==> src/rtl/ued_pkg.sv <==
package ued_pkg;
  typedef struct packed {
    logic shiftEn;
    logic rotEn;
    logic clearHist;
  } ued_strobe_t;
endpackage

==> src/rtl/ued_ctrl.sv <==
module ued_ctrl
  import ued_pkg::*;
(
  input  logic        clk,
  input  logic        rst,
  input  logic        sampleEn,
  input  logic        parallelMode,
  output ued_strobe_t strobes
);
  logic modeReg;

  always_ff @(posedge clk) begin
    if (rst) modeReg <= 1'b0;
    else if (sampleEn) modeReg <= parallelMode;
  end

  always_comb begin
    strobes.shiftEn   = sampleEn && !parallelMode;
    strobes.rotEn     = sampleEn && parallelMode;
    strobes.clearHist = sampleEn && (parallelMode != modeReg);
  end

  // the latched mode moves only on a sample
  assert_mode_latched_R7: assert property (@(posedge clk) disable iff (rst)
    !sampleEn |=> $stable(modeReg));
  // a clear strobe can appear only together with a sample
  assert_clear_on_sample_R7: assert property (@(posedge clk) disable iff (rst)
    strobes.clearHist |-> (strobes.shiftEn || strobes.rotEn));
endmodule

==> src/rtl/ued_datapath.sv <==
module ued_datapath
  import ued_pkg::*;
#(
  parameter int NUM_ELEM = 32,
  parameter int WORD_W   = 5,
  localparam int PTR_W   = $clog2(NUM_ELEM),
  localparam int CNT_W   = $clog2(NUM_ELEM + 1)
) (
  input  logic                clk,
  input  logic                rst,
  input  ued_strobe_t         strobes,
  input  logic                serialBit,
  input  logic [WORD_W-1:0]   wordIn,
  output logic [NUM_ELEM-1:0] elements,
  output logic [CNT_W-1:0]    activeCount
);
  logic [NUM_ELEM-1:0] shiftReg;
  logic [NUM_ELEM-1:0] thermo;
  logic [NUM_ELEM-1:0] rotated;
  logic [NUM_ELEM-1:0] shiftNext;
  logic [PTR_W-1:0]    ptr;
  logic [PTR_W-1:0]    startPtr;
  logic [CNT_W-1:0]    countNext;

  for (genvar g = 0; g < NUM_ELEM; g++) begin : g_thermo
    assign thermo[g] = (int'(wordIn) > g);
  end

  always_comb begin
    startPtr = strobes.clearHist ? '0 : ptr;
    rotated  = (thermo << startPtr) | (thermo >> (NUM_ELEM - int'(startPtr)));
    if (strobes.clearHist) begin
      shiftNext = {{(NUM_ELEM-1){1'b0}}, serialBit};
      countNext = CNT_W'(serialBit);
    end else begin
      shiftNext = {shiftReg[NUM_ELEM-2:0], serialBit};
      countNext = activeCount + CNT_W'(serialBit) - CNT_W'(shiftReg[NUM_ELEM-1]);
    end
  end

  always_ff @(posedge clk) begin
    if (rst) begin
      shiftReg    <= '0;
      ptr         <= '0;
      elements    <= '0;
      activeCount <= '0;
    end else if (strobes.shiftEn) begin
      shiftReg    <= shiftNext;
      elements    <= shiftNext;
      activeCount <= countNext;
    end else if (strobes.rotEn) begin
      shiftReg    <= '0;
      elements    <= rotated;
      ptr         <= startPtr + PTR_W'(wordIn);
      activeCount <= CNT_W'(wordIn);
    end
  end

  assert_reset_clear_R1: assert property (@(posedge clk)
    rst |=> (elements == '0 && activeCount == '0));
  assert_serial_shift_R2: assert property (@(posedge clk) disable iff (rst)
    (strobes.shiftEn && !strobes.clearHist) |=>
      (elements[NUM_ELEM-1:1] == $past(elements[NUM_ELEM-2:0]) && elements[0] == $past(serialBit)));
  assert_hold_R4: assert property (@(posedge clk) disable iff (rst)
    !(strobes.shiftEn || strobes.rotEn) |=> ($stable(elements) && $stable(activeCount)));
  assert_par_count_R5: assert property (@(posedge clk) disable iff (rst)
    strobes.rotEn |=> (activeCount == CNT_W'($past(wordIn))));
  assert_ptr_advance_R6: assert property (@(posedge clk) disable iff (rst)
    (strobes.rotEn && !strobes.clearHist) |=> (ptr == $past(ptr) + PTR_W'($past(wordIn))));
  assert_count_match_R8: assert property (@(posedge clk) disable iff (rst)
    $countones(elements) == int'(activeCount));
endmodule

==> src/rtl/unary_element_driver.sv <==
module unary_element_driver #(
  parameter int NUM_ELEM = 32,
  parameter int WORD_W   = 5,
  localparam int CNT_W   = $clog2(NUM_ELEM + 1)
) (
  input  logic                clk,
  input  logic                rst,
  input  logic                sampleEn,
  input  logic                serialBit,
  input  logic [WORD_W-1:0]   wordIn,
  input  logic                parallelMode,
  output logic [NUM_ELEM-1:0] elements,
  output logic [CNT_W-1:0]    activeCount
);
  ued_pkg::ued_strobe_t strobes;

  ued_ctrl ctrl_i (
    .clk(clk), .rst(rst), .sampleEn(sampleEn),
    .parallelMode(parallelMode), .strobes(strobes)
  );

  ued_datapath #(.NUM_ELEM(NUM_ELEM), .WORD_W(WORD_W)) dp_i (
    .clk(clk), .rst(rst), .strobes(strobes), .serialBit(serialBit),
    .wordIn(wordIn), .elements(elements), .activeCount(activeCount)
  );
endmodule

==> config.mk <==
export PLATFORM = sky130hd
export DESIGN_NAME = unary_element_driver
export DESIGN_NICKNAME = d
export VERILOG_FILES = /design/src/rtl/ued_pkg.sv /design/src/rtl/ued_ctrl.sv /design/src/rtl/ued_datapath.sv /design/src/rtl/unary_element_driver.sv
export SDC_FILE = /design/constraint.sdc
export NUM_CORES = 1
export LEC_CHECK = 0
export BUFFER_PORTS_ARGS = -buffer_cell sky130_fd_sc_hd__buf_2
export CORE_ASPECT_RATIO = 1.2
export CORE_UTILIZATION = 55
export CTS_BUF_LIST = sky130_fd_sc_hd__clkbuf_2
export DETAILED_ROUTE_END_ITERATION = 6
export PLACE_DENSITY = 0.82
export SLEW_MARGIN = 25
export SYNTH_ARGS = -nofsm -noshare
export SYNTH_HDL_FRONTEND = slang
export SYNTH_SLANG_ARGS = --single-unit
==> constraint.sdc <==
create_clock -name clk -period 3.8 [get_ports clk]
set_input_delay 0.38 -clock clk [delete_from_list [all_inputs] [get_ports clk]]
set_output_delay 0.38 -clock clk [all_outputs]
set_load 0.01 [all_outputs]
* Word-level counts from Yosys, hierarchy flattened
Index checks and enable logic that the tools add are counted.
Storage, ports and cells: register bits after elaboration 76, input port bits 10, output and inout bits 38, word-level logic and storage cells 60
Cells by class: add/sub/neg operators 4, magnitude comparators 31, eq/ne operators 1, shift operators 2, multiplexer cells 9, bitwise logic cells 2, reduce and logical (&&, ||, !) cells 6
Operators by type and width (count):
- two-way mux 32 bit | 5
- > comparator 5 bit (second input constant) | 15
- > comparator 5 x 4 -> 1 bit (second input constant) | 8
- OR 32 bit | 1
- << shifter 31 x 5 -> 32 bit | 1
- >> shifter 31 x 32 -> 32 bit | 1
- > comparator 5 x 3 -> 1 bit (second input constant) | 4
- two-way mux 6 bit | 3
- > comparator 5 x 1 -> 1 bit (second input constant) | 2
- > comparator 5 x 2 -> 1 bit (second input constant) | 2
- subtractor 6 x 5 -> 7 bit (first input constant) | 1
- adder 6 x 1 -> 6 bit | 1
- subtractor 6 x 1 -> 6 bit | 1
- adder 5 bit | 1
- two-way mux 5 bit | 1
- logical AND 1 bit | 3
- AND reduction 2 bit | 1
- nonzero test 2 bit | 1
- zero test 1 bit | 1
- != test 1 bit | 1
- inverter 1 bit | 1

* Logic depth before layout (Yosys ltp)
word-level depth 8, depth in mapped cells 15, depth with buffers taken out 13

* Modules after synthesis
A second synthesis with hierarchy kept.
Unflattened totals: cells, all modules 1011, area, all modules 7089.3 µm²
By module, submodules not included:
- ued_datapath | instances 1, cells an instance 1004, area each 7024.2 µm², sequential area each 1501.4 µm²
- ued_ctrl | instances 1, cells an instance 7, area each 65.1 µm², sequential area each 20.0 µm²

* Worst setup path before layout
OpenSTA, ideal clock, no wires.
kind input port to flip-flop, start point input port sampleEn, end point register dp_i.elements[2], setup time 0.103 ns, data arrival time 3.191 ns, required time 3.697 ns, slack 0.505 ns, cell stages on the path 12, buffers on the path 3, cell sequence buf_2 -> clkinv_1 -> o21ai_4 -> buf_2 -> ha_1 -> buf_2 -> or3b_1 -> or3_1 -> a21oi_2 -> nand2_1 -> a2bb2oi_1 -> a2111oi_2
Between the ends: word-level cells in the longest chain between the ends 7, elaborated cells on any way between the ends 12, those cells by class 1 x add/sub; 2 x shift; 4 x mux; 1 x bitwise; 4 x reduce/logical
Ends and longest elaborated chain:
- from (decl) | RTL line unary_element_driver.sv:8 | input logic sampleEn,
- logical AND 1 bit | RTL line ued_ctrl.sv:20 | strobes.clearHist = sampleEn && (parallelMode != modeReg);
- two-way mux 5 bit | RTL line ued_datapath.sv:30 | startPtr = strobes.clearHist ? '0 : ptr;
- subtractor 6 x 5 -> 7 bit | RTL line ued_datapath.sv:31 | rotated = (thermo << startPtr) | (thermo >> (NUM_ELEM - int'(startPtr)));
- >> shifter 31 x 32 -> 32 bit | RTL line ued_datapath.sv:31
- OR 32 bit | RTL line ued_datapath.sv:31
- two-way mux 32 bit | RTL line ued_datapath.sv:51 | end else if (strobes.rotEn) begin
- two-way mux 32 bit | RTL line ued_datapath.sv:47 | end else if (strobes.shiftEn) begin
- to (signal assigned) | RTL line ued_datapath.sv:49 | elements <= shiftNext;
- to (signal assigned) | RTL line ued_datapath.sv:53 | elements <= rotated;
- to (decl) | RTL line ued_datapath.sv:14 | output logic [NUM_ELEM-1:0] elements,
Several ways; a longest one is shown, not always the timed one. The select of a mux whose other input is x is not followed. A chain may end at the register's enable or synchronous reset.

* Final worst setup path
start point register ctrl_i.modeReg, end point register dp_i.elements[9]
Between the ends: word-level cells in the longest chain between the ends 8, elaborated cells on any way between the ends 10, those cells by class 1 x add/sub; 1 x eq/ne; 2 x shift; 4 x mux; 1 x bitwise; 1 x reduce/logical
Ends and longest elaborated chain:
- from (decl) | RTL line ued_ctrl.sv:10 | logic modeReg;
- from (signal assigned) | RTL line ued_ctrl.sv:14 | else if (sampleEn) modeReg <= parallelMode;
- != test 1 bit (*) | RTL line ued_ctrl.sv:20
- logical AND 1 bit (*) | RTL line ued_ctrl.sv:20
- two-way mux 5 bit | RTL line ued_datapath.sv:30
- subtractor 6 x 5 -> 7 bit | RTL line ued_datapath.sv:31
- >> shifter 31 x 32 -> 32 bit | RTL line ued_datapath.sv:31
- OR 32 bit | RTL line ued_datapath.sv:31
- two-way mux 32 bit | RTL line ued_datapath.sv:51
- two-way mux 32 bit (*) | RTL line ued_datapath.sv:47
Every way passes the cells marked *; elsewhere a longest branch is shown, timed or not. The select of a mux whose other input is x is not followed.

==> results_dict.tcl <==
set metrics [dict create \
    antenna_found_initial 1 \
    core_area_mm2 0.0132 \
    die_x_um 108 \
    cts_tree "done" \
    async_flop_share_pct 0 \
    synth_cell_types 90 \
    routed_wl_mm 33.5 \
    rows 46 \
    dieArea_mm2 0.0140 \
    final_cells 1256 \
    initialDrtViolationCount 1839 \
    required_ns 4.30 \
    outcome "finished, violations left" \
    post_cts_buffers 0 \
    clk_latency_ns 0.63 \
    synth_xor_area_share_pct 1.30 \
    synth-compound-area-share_pct 43.0 \
    vdd_drop_max_uv 325 \
    port-buffer-count 47 \
    cts.htree.levels 3 \
    vias 9348 \
    seqCellArea_mm2 0.00152 \
    synthCells 1065 \
    powerDensity_mw_per_mm2 327 \
    area_growth_pct 8.53 \
    nets 1105 \
    cts_resized 0 \
    grt_max_degree 75 \
    hpwl_mm 24.3 \
    fmax_mhz 296 \
    start_util_pct 56.3 \
    synth_edf_count 0 \
    ioPinCount 48 \
    drc 16 \
    yosys.area_share.simple_pct 20.8 \
    cts_root_buffer "clkbuf_2" \
    drive_above_1_share_pct 15.5 \
    critical_path_class "flop to flop" \
    max-slew-margin-rel_pct 27.9 \
    ys.flop_type "dfxtp_1" \
    gr-total-overflow 0 \
    yosys_warnings 0 \
    grt_usage_pct 47.8 \
    final-hold-violation-count 0 \
    maxCapViolations 0 \
    finalClockSkew_ns 0.0675 \
    via_per_inst 7.44 \
    violations "DRC" \
    finalSetupViolCount 0 \
    finalCritPeriodShare_pct 89.0 \
    fin_crit_ns 3.38 \
    cts_sinks 76 \
    synth_seq_cells 76 \
    cts_buffer_depth 2 \
    syn_nets 1088 \
    syn-cell-area_mm2 0.00742 \
    seq_area_frac_synth_pct 20.5 \
    grt_pass1_wl_mm 49.7 \
    dp.cells 1239 \
    crit_path_max_fanout 19 \
    muxShareOfSynthArea_pct 3.79 \
    rsz0062_at_grt "no" \
    synth_top_family_by_area "compound AO/OA/AOI/OAI gates" \
    grt_pass1_vias 8158 \
    drv_slew 0 \
    multi_input_area_mm2 0.00531 \
    worst_slew_pin_slew_ns 1.06 \
    syn-mean-instance-area_um2 6.97 \
    endpoint_kind "flop" \
    drt_first_pass_iters 7 \
    p_leak_nw 3.06 \
    ant_nets 0 \
    avgRoutedWirePerCell_um 26.6 \
    fin_tns_setup_ns 0 \
    cts_buffers 9 \
    synthAdderAreaFrac_pct 2.53 \
    place_congestion 1.06 \
    dieHeight_um 129 \
    cp.arrival_ns 3.88 \
    hold_class "input pin to flop" \
    fillers 1281 \
    clk_pin_slew_worst_paths_ns 0.32 \
    holdBufCountCts 0 \
    start_kind "flop" \
]
-- metrics by stage --
stage / setup slack, ns / util (%) / hold slack, ns / power (W) / cell area (µm²)
after global placement: 0.452 / 59.8 / 0.442 / 0.00198 / 7890
after floorplan: 0.505 / - / 0.437 / 0.00161 / 7420
final: 0.420 / 61.1 / 0.109 / 0.00264 / 8050
after global routing: 0.183 / 61.1 / 0.138 / 0.00271 / 8050
after CTS: 0.499 / 61.1 / 0.111 / 0.00257 / 8050
after detailed placement: 0.455 / 59.8 / 0.447 / 0.00197 / 7890
-- critical path, cell delays in order (launching register included) --
cell	delay, ns
dfxtp_1	0.49
buf_4	0.25
xor2_2	0.44
buf_4	0.22
nand2_2	0.25
nand2_1	0.19
inv_1	0.26
mux2_1	0.40
o221ai_1	0.34
a31oi_1	0.12
a221oi_1	0.31
-- layout by cell type (no fill, tap or decap), types with 7 or more instances in the layout --
master / count
nand2_1: 154
a21oi_1: 119
nor2_1: 85
dfxtp_1: 76
o21ai_0: 69
buf_4: 63
buf_2: 47
inv_1: 30
a211oi_1: 28
o211ai_1: 23
nor3_1: 22
a31oi_1: 22
nand3_1: 19
mux2i_1: 18
a22oi_1: 14
a211o_1: 13
o22ai_1: 12
a21o_1: 12
and3_1: 11
a221oi_1: 11
ha_1: 11
o221ai_1: 10
o21a_1: 9
clkbuf_2: 9
and2_1: 8
or2_2: 7
nor4_1: 7
a221o_1: 7
-- final timing paths --
check                                              startpoint  cells past startpoint  slack (ns)                            end
worst max register to register    ctrl_i.modeReg$_SDFFE_PP0P_                     10        0.42  dp_i.elements[9]$_SDFFE_PP0P_
worst max-delay path              ctrl_i.modeReg$_SDFFE_PP0P_                     10        0.42  dp_i.elements[9]$_SDFFE_PP0P_
worst min-delay path                                serialBit                      3        0.11  dp_i.elements[0]$_SDFFE_PP0P_
worst min register to register  dp_i.shiftReg[7]$_SDFFE_PP0P_                      2        0.47  dp_i.shiftReg[7]$_SDFFE_PP0P_
-- layout make-up --
type	count	share of cell area [%]
multi-input cells	847	65.9
flip-flops and latches	76	18.9
repair buffers	110	8.79
well taps	168	2.61
inverters	38	1.77
clock inverters	7	1.48
clock buffers	9	0.559
diodes	1	0.0311
-- metal layers --
layer | up-vias | GRT usage, % | part of all wire, %
met4 | 0 | 30.6 | 7.5
met2 | 860 | 70.5 | 42
li1 | 4062 | - | -
met3 | 187 | 12.2 | 14
met5 | - | 0 | 0
met1 | 4239 | 61.7 | 37
-- Yosys cell counts (10+ instances only) --
cell	count	share of area, %
inv_1	30	1.5
buf_1	10	0.51
dfxtp_1	76	21
buf_2	31	2.1
a22oi_1	14	1.4
o221ai_1	10	1.2
a21o_1	12	1.2
o21ai_0	69	4.7
and3_1	11	0.93
a211o_1	13	1.5
a31oi_1	22	1.9
a21oi_1	119	8.0
mux2i_1	18	2.4
o211ai_1	23	2.3
nand2_1	154	7.8
o22ai_1	12	1.0
a211oi_1	28	2.8
ha_1	11	1.9
nor3_1	22	1.5
clkbuf_1	58	2.9
nor2_1	86	4.4
a221oi_1	11	1.3
nand3_1	19	1.3
-- where the power goes --
part / internal [W] / switching [W]
Combinational: 0.000384 / 0.000766
Sequential: 0.000837 / 0.0000368
Clock: 0.000239 / 0.000373
-- logic make-up (layout without fill, tap and decap cells) --
group / after synthesis / in the layout
other cells: 0 / 1
mux: 24 / 24
simple gates: 347 / 347
compound gates: 454 / 454
buf+inv: 142 / 164
flops: 76 / 76
fa+ha+maj: 14 / 14
xor+xnor: 8 / 8
-- state kept, by name, summed over array words and instances (netlist names) --
| register | count |
|---|---|
| dp_i.ptr | 5 |
| dp_i.activeCount | 6 |
| dp_i.elements | 32 |
| ctrl_i.modeReg | 1 |
| dp_i.shiftReg | 32 |
Power figures use the tool's default switching activity.
